--- config.mk ---
export PLATFORM = sky130hd
export DESIGN_NAME = tdm_rx
export DESIGN_NICKNAME = d
export VERILOG_FILES = /design/src/rtl/tdm_rx.sv
export SDC_FILE = /design/constraint.sdc
export NUM_CORES = 1
export LEC_CHECK = 0
export BUFFER_PORTS_ARGS = -buffer_cell sky130_fd_sc_hd__buf_2
export CAP_MARGIN = 20
export CORE_UTILIZATION = 50
export CTS_CLUSTER_DIAMETER = 60
export CTS_CLUSTER_SIZE = 40
export DETAILED_ROUTE_END_ITERATION = 6
export GPL_TIMING_DRIVEN = 0
export PLACE_DENSITY_LB_ADDON = 0.2
export SYNTH_ARGS = -nofsm -noshare
export SYNTH_HDL_FRONTEND = slang
export SYNTH_SLANG_ARGS = --single-unit
--- constraint.sdc ---
create_clock -name clk -period 2.7 [get_ports clk]
set_input_delay 0.54 -clock clk [delete_from_list [all_inputs] [get_ports clk]]
set_output_delay 0.54 -clock clk [all_outputs]
set_load 0.02 [all_outputs]
--- src/rtl/tdm_rx.sv ---
module tdm_rx #(
  parameter int SLOT_W = 5
) (
  input  logic              clk,
  input  logic              rst_n,
  input  logic              sync_mode,
  input  logic              rx_bclk,
  input  logic              rx_fsync,
  input  logic              tx_bclk,
  input  logic              tx_fsync,
  input  logic              sdata,
  input  logic [1:0]        word_sel,
  input  logic [SLOT_W-1:0] slots_m1,
  input  logic              ie,
  input  logic              rd_stat,
  input  logic              rd_data,
  output logic [23:0]       rdata,
  output logic [SLOT_W-1:0] rslot,
  output logic              ready,
  output logic              ovr,
  output logic              irq
);
  localparam int MAXW = 24;

  logic [4:0]        wlen;
  logic              bclk_s, fs_s, bclk_q, fs_last;
  logic              fall, fs_rise, capture, done, set_ovr;
  logic              active, stat_seen;
  logic [4:0]        bit_cnt, eff_bit;
  logic [SLOT_W-1:0] slot_cnt, eff_slot;
  logic [MAXW-1:0]   shreg, shin, mask;

  always_comb begin
    case (word_sel)
      2'd0:    wlen = 5'd8;
      2'd1:    wlen = 5'd12;
      2'd2:    wlen = 5'd16;
      default: wlen = 5'd24;
    endcase
  end

  assign bclk_s   = sync_mode ? tx_bclk  : rx_bclk;
  assign fs_s     = sync_mode ? tx_fsync : rx_fsync;
  assign fall     = bclk_q & ~bclk_s;
  assign fs_rise  = fall & fs_s & ~fs_last;
  assign capture  = fall & (fs_rise | active);
  assign eff_bit  = fs_rise ? 5'd0 : bit_cnt;
  assign eff_slot = fs_rise ? '0 : slot_cnt;
  assign done     = capture & (eff_bit == wlen - 5'd1);
  assign shin     = {shreg[MAXW-2:0], sdata};
  assign mask     = ~({MAXW{1'b1}} << wlen);
  assign set_ovr  = done & ready & ~rd_data;
  assign irq      = ie & ready;

  always_ff @(posedge clk) begin
    if (!rst_n) begin
      bclk_q   <= 1'b0;
      fs_last  <= 1'b0;
      active   <= 1'b0;
      bit_cnt  <= '0;
      slot_cnt <= '0;
      shreg    <= '0;
      rdata    <= '0;
      rslot    <= '0;
    end else begin
      bclk_q <= bclk_s;
      if (fall) fs_last <= fs_s;
      if (capture) begin
        shreg <= shin;
        if (done) begin
          bit_cnt <= '0;
          rdata   <= shin & mask;
          rslot   <= eff_slot;
          if (eff_slot == slots_m1) begin
            active   <= 1'b0;
            slot_cnt <= '0;
          end else begin
            active   <= 1'b1;
            slot_cnt <= eff_slot + 1'b1;
          end
        end else begin
          active   <= 1'b1;
          bit_cnt  <= eff_bit + 5'd1;
          slot_cnt <= eff_slot;
        end
      end
    end
  end

  always_ff @(posedge clk) begin
    if (!rst_n) begin
      ready     <= 1'b0;
      ovr       <= 1'b0;
      stat_seen <= 1'b0;
    end else begin
      if (done)         ready <= 1'b1;
      else if (rd_data) ready <= 1'b0;

      if (set_ovr)                     ovr <= 1'b1;
      else if (rd_data && stat_seen)   ovr <= 1'b0;

      if (set_ovr || rd_data)  stat_seen <= 1'b0;
      else if (rd_stat && ovr) stat_seen <= 1'b1;
    end
  end

  p_bitcnt_in_word_r2: assert property (@(posedge clk) disable iff (!rst_n)
    bit_cnt < wlen || !active);
  p_ready_on_edge_r6: assert property (@(posedge clk) disable iff (!rst_n)
    $rose(ready) |-> $past(fall));
  p_ready_clear_r6: assert property (@(posedge clk) disable iff (!rst_n)
    $fell(ready) |-> $past(rd_data));
  p_ovr_needs_pending_r8: assert property (@(posedge clk) disable iff (!rst_n)
    $rose(ovr) |-> $past(ready) && ready);
  p_ovr_clear_r9: assert property (@(posedge clk) disable iff (!rst_n)
    $fell(ovr) |-> $past(rd_data));
  p_irq_gated_r7: assert property (@(posedge clk) disable iff (!rst_n)
    irq |-> ready);
endmodule

==> metrics, run 1 <==
status completed; CP Cell Sequence and4bb_4 > o21ai_4 > and2_4 > ha_4 > nand4bb_1 > o22a_1 > o32ai_4 > and2_4 > buf_6 > buf_6 > nand3b_1 > a21oi_1; Async SR Flop Fraction 0%; Peak VDD IR 453 uV; final wirelength 7000 um; Worst-Margin Slew 898 ps; final count of hold timing violations 0; final setup vio count 0; Yosys cell types 55; clk buf depth 2; DR WL/cell 13.9 um; Clock Latency Late Sink 350 ps; CP Launch Type flop; worst path arrival time 2830 ps; Final Util 62.8%; Hold Crit Depth 2; r2r setup slk 140 ps; crit path max-delay cell type dfxtp_2; number of synthesized flops with an enable pin 0; routing usage on met2 40.0%; Post-DP Area 3320 um2; Levels on crit path 12; starting density of the core 53.0%; n_diodes 0; pwr dens 520 nW/um2; fin. max-slew vios 0; top cell type's share of synthesized area 45.5%; Worst Setup EP rdata[11]; R2R Path Start fs_last; worst r2r dst rdata[11]; number of global-route vias before repair 2,514; I/O pin total 50; synthesized net count 391; GR peak layer met2; Setup CP Type flop to flop; Hold Buf Count CTS 0; Avg Synthesized Cell Area 8.17 um2; Max H-tree Level 3; initial antenna violation count 0; Num CTS Buffers 9; crit-path max cell delay 370 ps; Worst slew margin 39.2%; biggest area consumer among synthesized cells dfxtp_1; DP Wirelength 4810 um; synth cell count leaders nand2_1 (94), dfxtp_1 (68), a21oi_1 (61), nand3_1 (23), clkbuf_1 (15); TritonCTS clock tree done; flip-flop and latch count after synthesis 68; total die area 6290 um2; ys flop type dfxtp_1; max frequency 0.391 GHz; Row Count 27; clk_skew 7.05 ps; Layout area overhead 18.6%; global-route wire length before repair 11,700 um; sequential-to-total area share from yosys stat 45.5%; die width 79.3 um; DRC violations left 0; top-count cell post-synth nand2_1; M3 GR Usage 7.59%; largest net degree at the start of global routing 11; CP Launch Point fs_last; dominant cells by area after synthesis dfxtp_1 (46%), nand2_1 (12%), a21oi_1 (10%); leakage power 1.32 nW; Post-Synthesis Cells 366; Final GP Congestion 0.904; core area 5640 um2; root buffer cell clkbuf_8; Critical Path Fanout Max 10; period utilization 94.8%; vias per inst 5.40; DR iter-0 viols 160; crit path buf inv count 2; RSZ-0062 raised after global routing true; Die H 79.3 um; Nets 453; total of max-cap violations 0; layout cell share with drive strength beyond 1 21.1%; gr ovfl total 0; type of the worst min-delay path input pin to flop; met1 Usage GRT 29.2%; total power 1.84 mW; CTS clk-pin slew, worst paths 70 ps; CP delay by family, top compound AO/OA/AOI/OAI gates; CP required 2970 ps; I/O Buffers 49; routed vias 2,718; DR pass1 iterations 5; mapped cell area 2990 um2; GR Util All Layers 24.2%; CTS Sinks 68; Final ANT Viol Nets 0; min Tclk post-route 2560 ps; YS warnings 0; number of cells on the worst reg-to-reg path 12; Setup crit end kind flop; design area 3540 um2
==> cells in the final DEF, fill, tap and decap left out, drive strengths merged, types with 6 or more instances in the layout <==
| master | n |
|---|---|
| a21oi | 61 |
| buf | 61 |
| clkbuf | 25 |
| dfxtp | 68 |
| ha | 7 |
| inv | 8 |
| nand2 | 94 |
| nand3 | 23 |
| nand3b | 6 |
| nor2 | 9 |
==> power by group <==
part	internal [mW]	switching, mW	total (mW)
clock	0.343	0.364	0.707
combinational	0.0446	0.0777	0.122
sequential	1.01	0.00466	1.01
total	1.40	0.446	1.84
==> final cells by class <==
cell class	instances	area, um2
Clock buffer	11	141
Timing Repair Buffer	51	260
Clock inverter	3	15.0
Tap cell	72	90.1
Fill cell	520	2100
Multi-Input combinational cell	265	1510
Inverter	9	33.8
Sequential cell	68	1360
Buffer	24	131
==> how the worst min path moves through the flow <==
stage,start,end
4_1_cts,rd_data,stat_seen
6_report,rd_data,stat_seen
3_5_place_dp,rdata[19],rdata[19]
2_1_floorplan,shreg[22],shreg[22]
3_3_place_gp,rdata[0],rdata[0]
5_1_grt,rd_data,stat_seen
==> stage by stage <==
| stage | setup TNS [ps] | worst slack [ps] | instances | hold slack (ps) |
|---|---|---|---|---|
| CTS | 0 | 35.7 | 502 | 376 |
| floorplan | 0 | 12.7 | 366 | 437 |
| detailed placement | -25340 | -735 | 487 | 442 |
| global placement | -23400 | -691 | 487 | 438 |
| global route | -22.3 | -12.4 | 503 | 377 |
| finish | 0 | 141 | 503 | 379 |
==> layer usage <==
layer | part of all wire [%] | up-vias
met5 | 0 | -
met1 | 44 | 1229
met3 | 5.5 | 14
met2 | 48 | 77
met4 | 2.1 | 0
li1 | - | 1398
==> kinds of logic (layout without fill, tap and decap cells) <==
kind of cell	after synthesis	count (layout)	synth area share (%)
buffers and inverters	33	98	5.32
DFF	68	68	45.5
xor gates and xnor gates	3	3	0.879
AOI/OAI and AO/OA	94	94	19.2
muxes	2	2	0.795
adders and majority gates	7	7	2.93
and+or+nand+nor	159	159	25.3
==> repair_timing <==
item	4_1_cts	5_1_grt
pin swaps	1	1
resized for setup	5	9
setup endpoints to repair	43	35
setup buffers	1	1
==> flip-flops by register name, summed over array words and instances (netlist names) <==
signal / count
ready: 1
bit_cnt: 5
rdata: 24
slot_cnt: 5
stat_seen: 1
fs_last: 1
shreg: 23
bclk_q: 1
rslot: 5
active: 1
ovr: 1
==> worst register-to-register path, cell delays in order, from the launching register on <==
cell	delay, ps
dfxtp_2	370
and4bb_4	240
o21ai_4	180
and2_4	190
ha_4	170
nand4bb_1	100
o22a_1	240
o32ai_4	260
and2_4	200
buf_6	150
buf_6	160
nand3b_1	80
a21oi_1	160
Note: power is estimated with default switching activity, not from simulation.
==> run 2, diff against run 1 <==
--- a/config.mk
+++ b/config.mk
@@ -7,7 +7,8 @@
 export LEC_CHECK = 0
 export BUFFER_PORTS_ARGS = -buffer_cell sky130_fd_sc_hd__buf_2
 export CAP_MARGIN = 20
-export CORE_UTILIZATION = 50
+export CORE_ASPECT_RATIO = 0.8
+export CORE_UTILIZATION = 51
 export CTS_CLUSTER_DIAMETER = 60
 export CTS_CLUSTER_SIZE = 40
 export DETAILED_ROUTE_END_ITERATION = 6
==> constraint.sdc (replaced) <==
create_clock -name clk -period 2.6 [get_ports clk]
set_input_delay 0.52 -clock clk [delete_from_list [all_inputs] [get_ports clk]]
set_output_delay 0.52 -clock clk [all_outputs]
set_load 0.02 [all_outputs]
==> metrics, run 2 (synthesis gave the netlist of run 1 again) <==
status finished with violations; failing checks setup timing; DR WL/cell 15.5 um; Setup CP Type flop to flop; Nets 459; routed vias 2,834; layout cell share with drive strength beyond 1 31.4%; root buffer cell clkbuf_8; placed cell count 493; starting density of the core 53.8%; commonest non-fill, non-tap cell in the layout nand2_1; Layout area overhead 31.7%; DR pass1 iterations 5; most frequent cells in the layout nand2_1 (93), dfxtp_1 (67), buf_2 (53), a21oi_1 (41), a21oi_2 (20); r2r setup slk -90 ps; pwr dens 528 nW/um2; TritonCTS clock tree done; Critical Path Fanout Max 7; vias per inst 5.48; Post-DP Area 3340 um2; Worst Setup EP rdata[23]; final setup vio count 31; min setup slack post-route -85.8 ps; Largest register FFs 24; n_diodes 0; CP Launch Point fs_last; clk buf depth 2; CTS clk-pin slew, worst paths 80 ps; total die area 6170 um2; design area 3940 um2; final count of hold timing violations 0; core area 5560 um2; FILL cells 450; Setup crit end kind flop; Top Registers rdata (24), shreg (23); Hold Buf Count CTS 0; total power 2.08 mW; Final ANT Viol Nets 0; DR iter-0 viols 158; Final Util 70.9%; I/O pin total 50; R2R Path Start fs_last; DRC violations left 0; CTS Sinks 68; CP required 2880 ps; period utilization 103%; Row Count 24; I/O Buffers 49; Final GP Congestion 0.858; Worst-Margin Slew 771 ps; Hold Startpoint rd_data; Worst slew margin 48.6%; min Tclk post-route 2690 ps; GR Util All Layers 26.3%; type of the worst min-delay path input pin to flop; Fin Hold WS 386 ps; Die H 70.5 um; worst r2r dst rdata[23]; fin. max-slew vios 0; clk_skew 9.05 ps; die width 87.6 um; leakage power 1.42 nW; total of max-cap violations 0; final wirelength 8020 um; CP Launch Type flop; largest net degree at the start of global routing 12; DP Wirelength 5020 um; Peak VDD IR 300 uV; Fin Setup TNS -1740 ps; global-route wire length before repair 12,400 um; number of global-route vias before repair 2,654; Top reg by flops rdata; initial antenna violation count 0; Max H-tree Level 3; RSZ-0062 raised after global routing true; number of cells on the worst reg-to-reg path 12; max frequency 0.372 GHz; Finished Layout Cells 517; gr ovfl total 0; Place WS -548 ps; worst path arrival time 2970 ps; Num CTS Buffers 9; Clock Latency Late Sink 350 ps
run 2: worst min path at each step:
stage	endpoint	slack, ps	cells after the start
2_1_floorplan	shreg[22]	440	2
3_3_place_gp	rdata[8]	440	2
3_5_place_dp	rdata[10]	440	2
4_1_cts	stat_seen	360	2
5_1_grt	stat_seen	380	2
6_report	stat_seen	390	2
run 2: routing by layer:
| layer | vias to the layer above | GRT usage [%] | share of wire [%] |
|---|---|---|---|
| li1 | 1407 | - | - |
| met1 | 1320 | 35.4 | 46 |
| met2 | 96 | 40.3 | 48 |
| met3 | 11 | 8.87 | 5.5 |
| met4 | 0 | 6.92 | 1.2 |
| met5 | - | 0 | 0 |
run 2: final cells by class:
type | instances | area (um2) | share of cell area, %
multi-input cells | 265 | 1720 | 43.7
flip-flops and latches | 68 | 1370 | 34.7
repair buffers | 57 | 358 | 9.09
plain buffers | 24 | 158 | 4.01
clock buffers | 12 | 155 | 3.94
well taps | 78 | 97.6 | 2.48
clock inverters | 4 | 47.5 | 1.21
inverters | 9 | 33.8 | 0.858
run 2: power breakdown:
group	internal (mW)	switching, mW
logic	0.0485	0.0929
clock network	0.492	0.393
registers	1.05	0.00530
total	1.59	0.491
run 2: worst max-delay path, stage by stage, from the launching register on:
cell       delay [ps]
dfxtp_4           370
and4bb_4          250
o21ai_4           150
and2_4            180
ha_4              160
nand4bb_1         100
o22a_1            270
o32ai_4           390
and2_4            240
buf_12            140
clkbuf_16         150
nand3_2            80
a21oi_2           120
run 2: repair_timing:
action	CTS	global route
pin swaps	1	32
cloned	0	3
endpoints found under the setup margin	41	38
hold endpoints to repair	0	0
buffers inserted	1	4
gates resized for setup	6	55
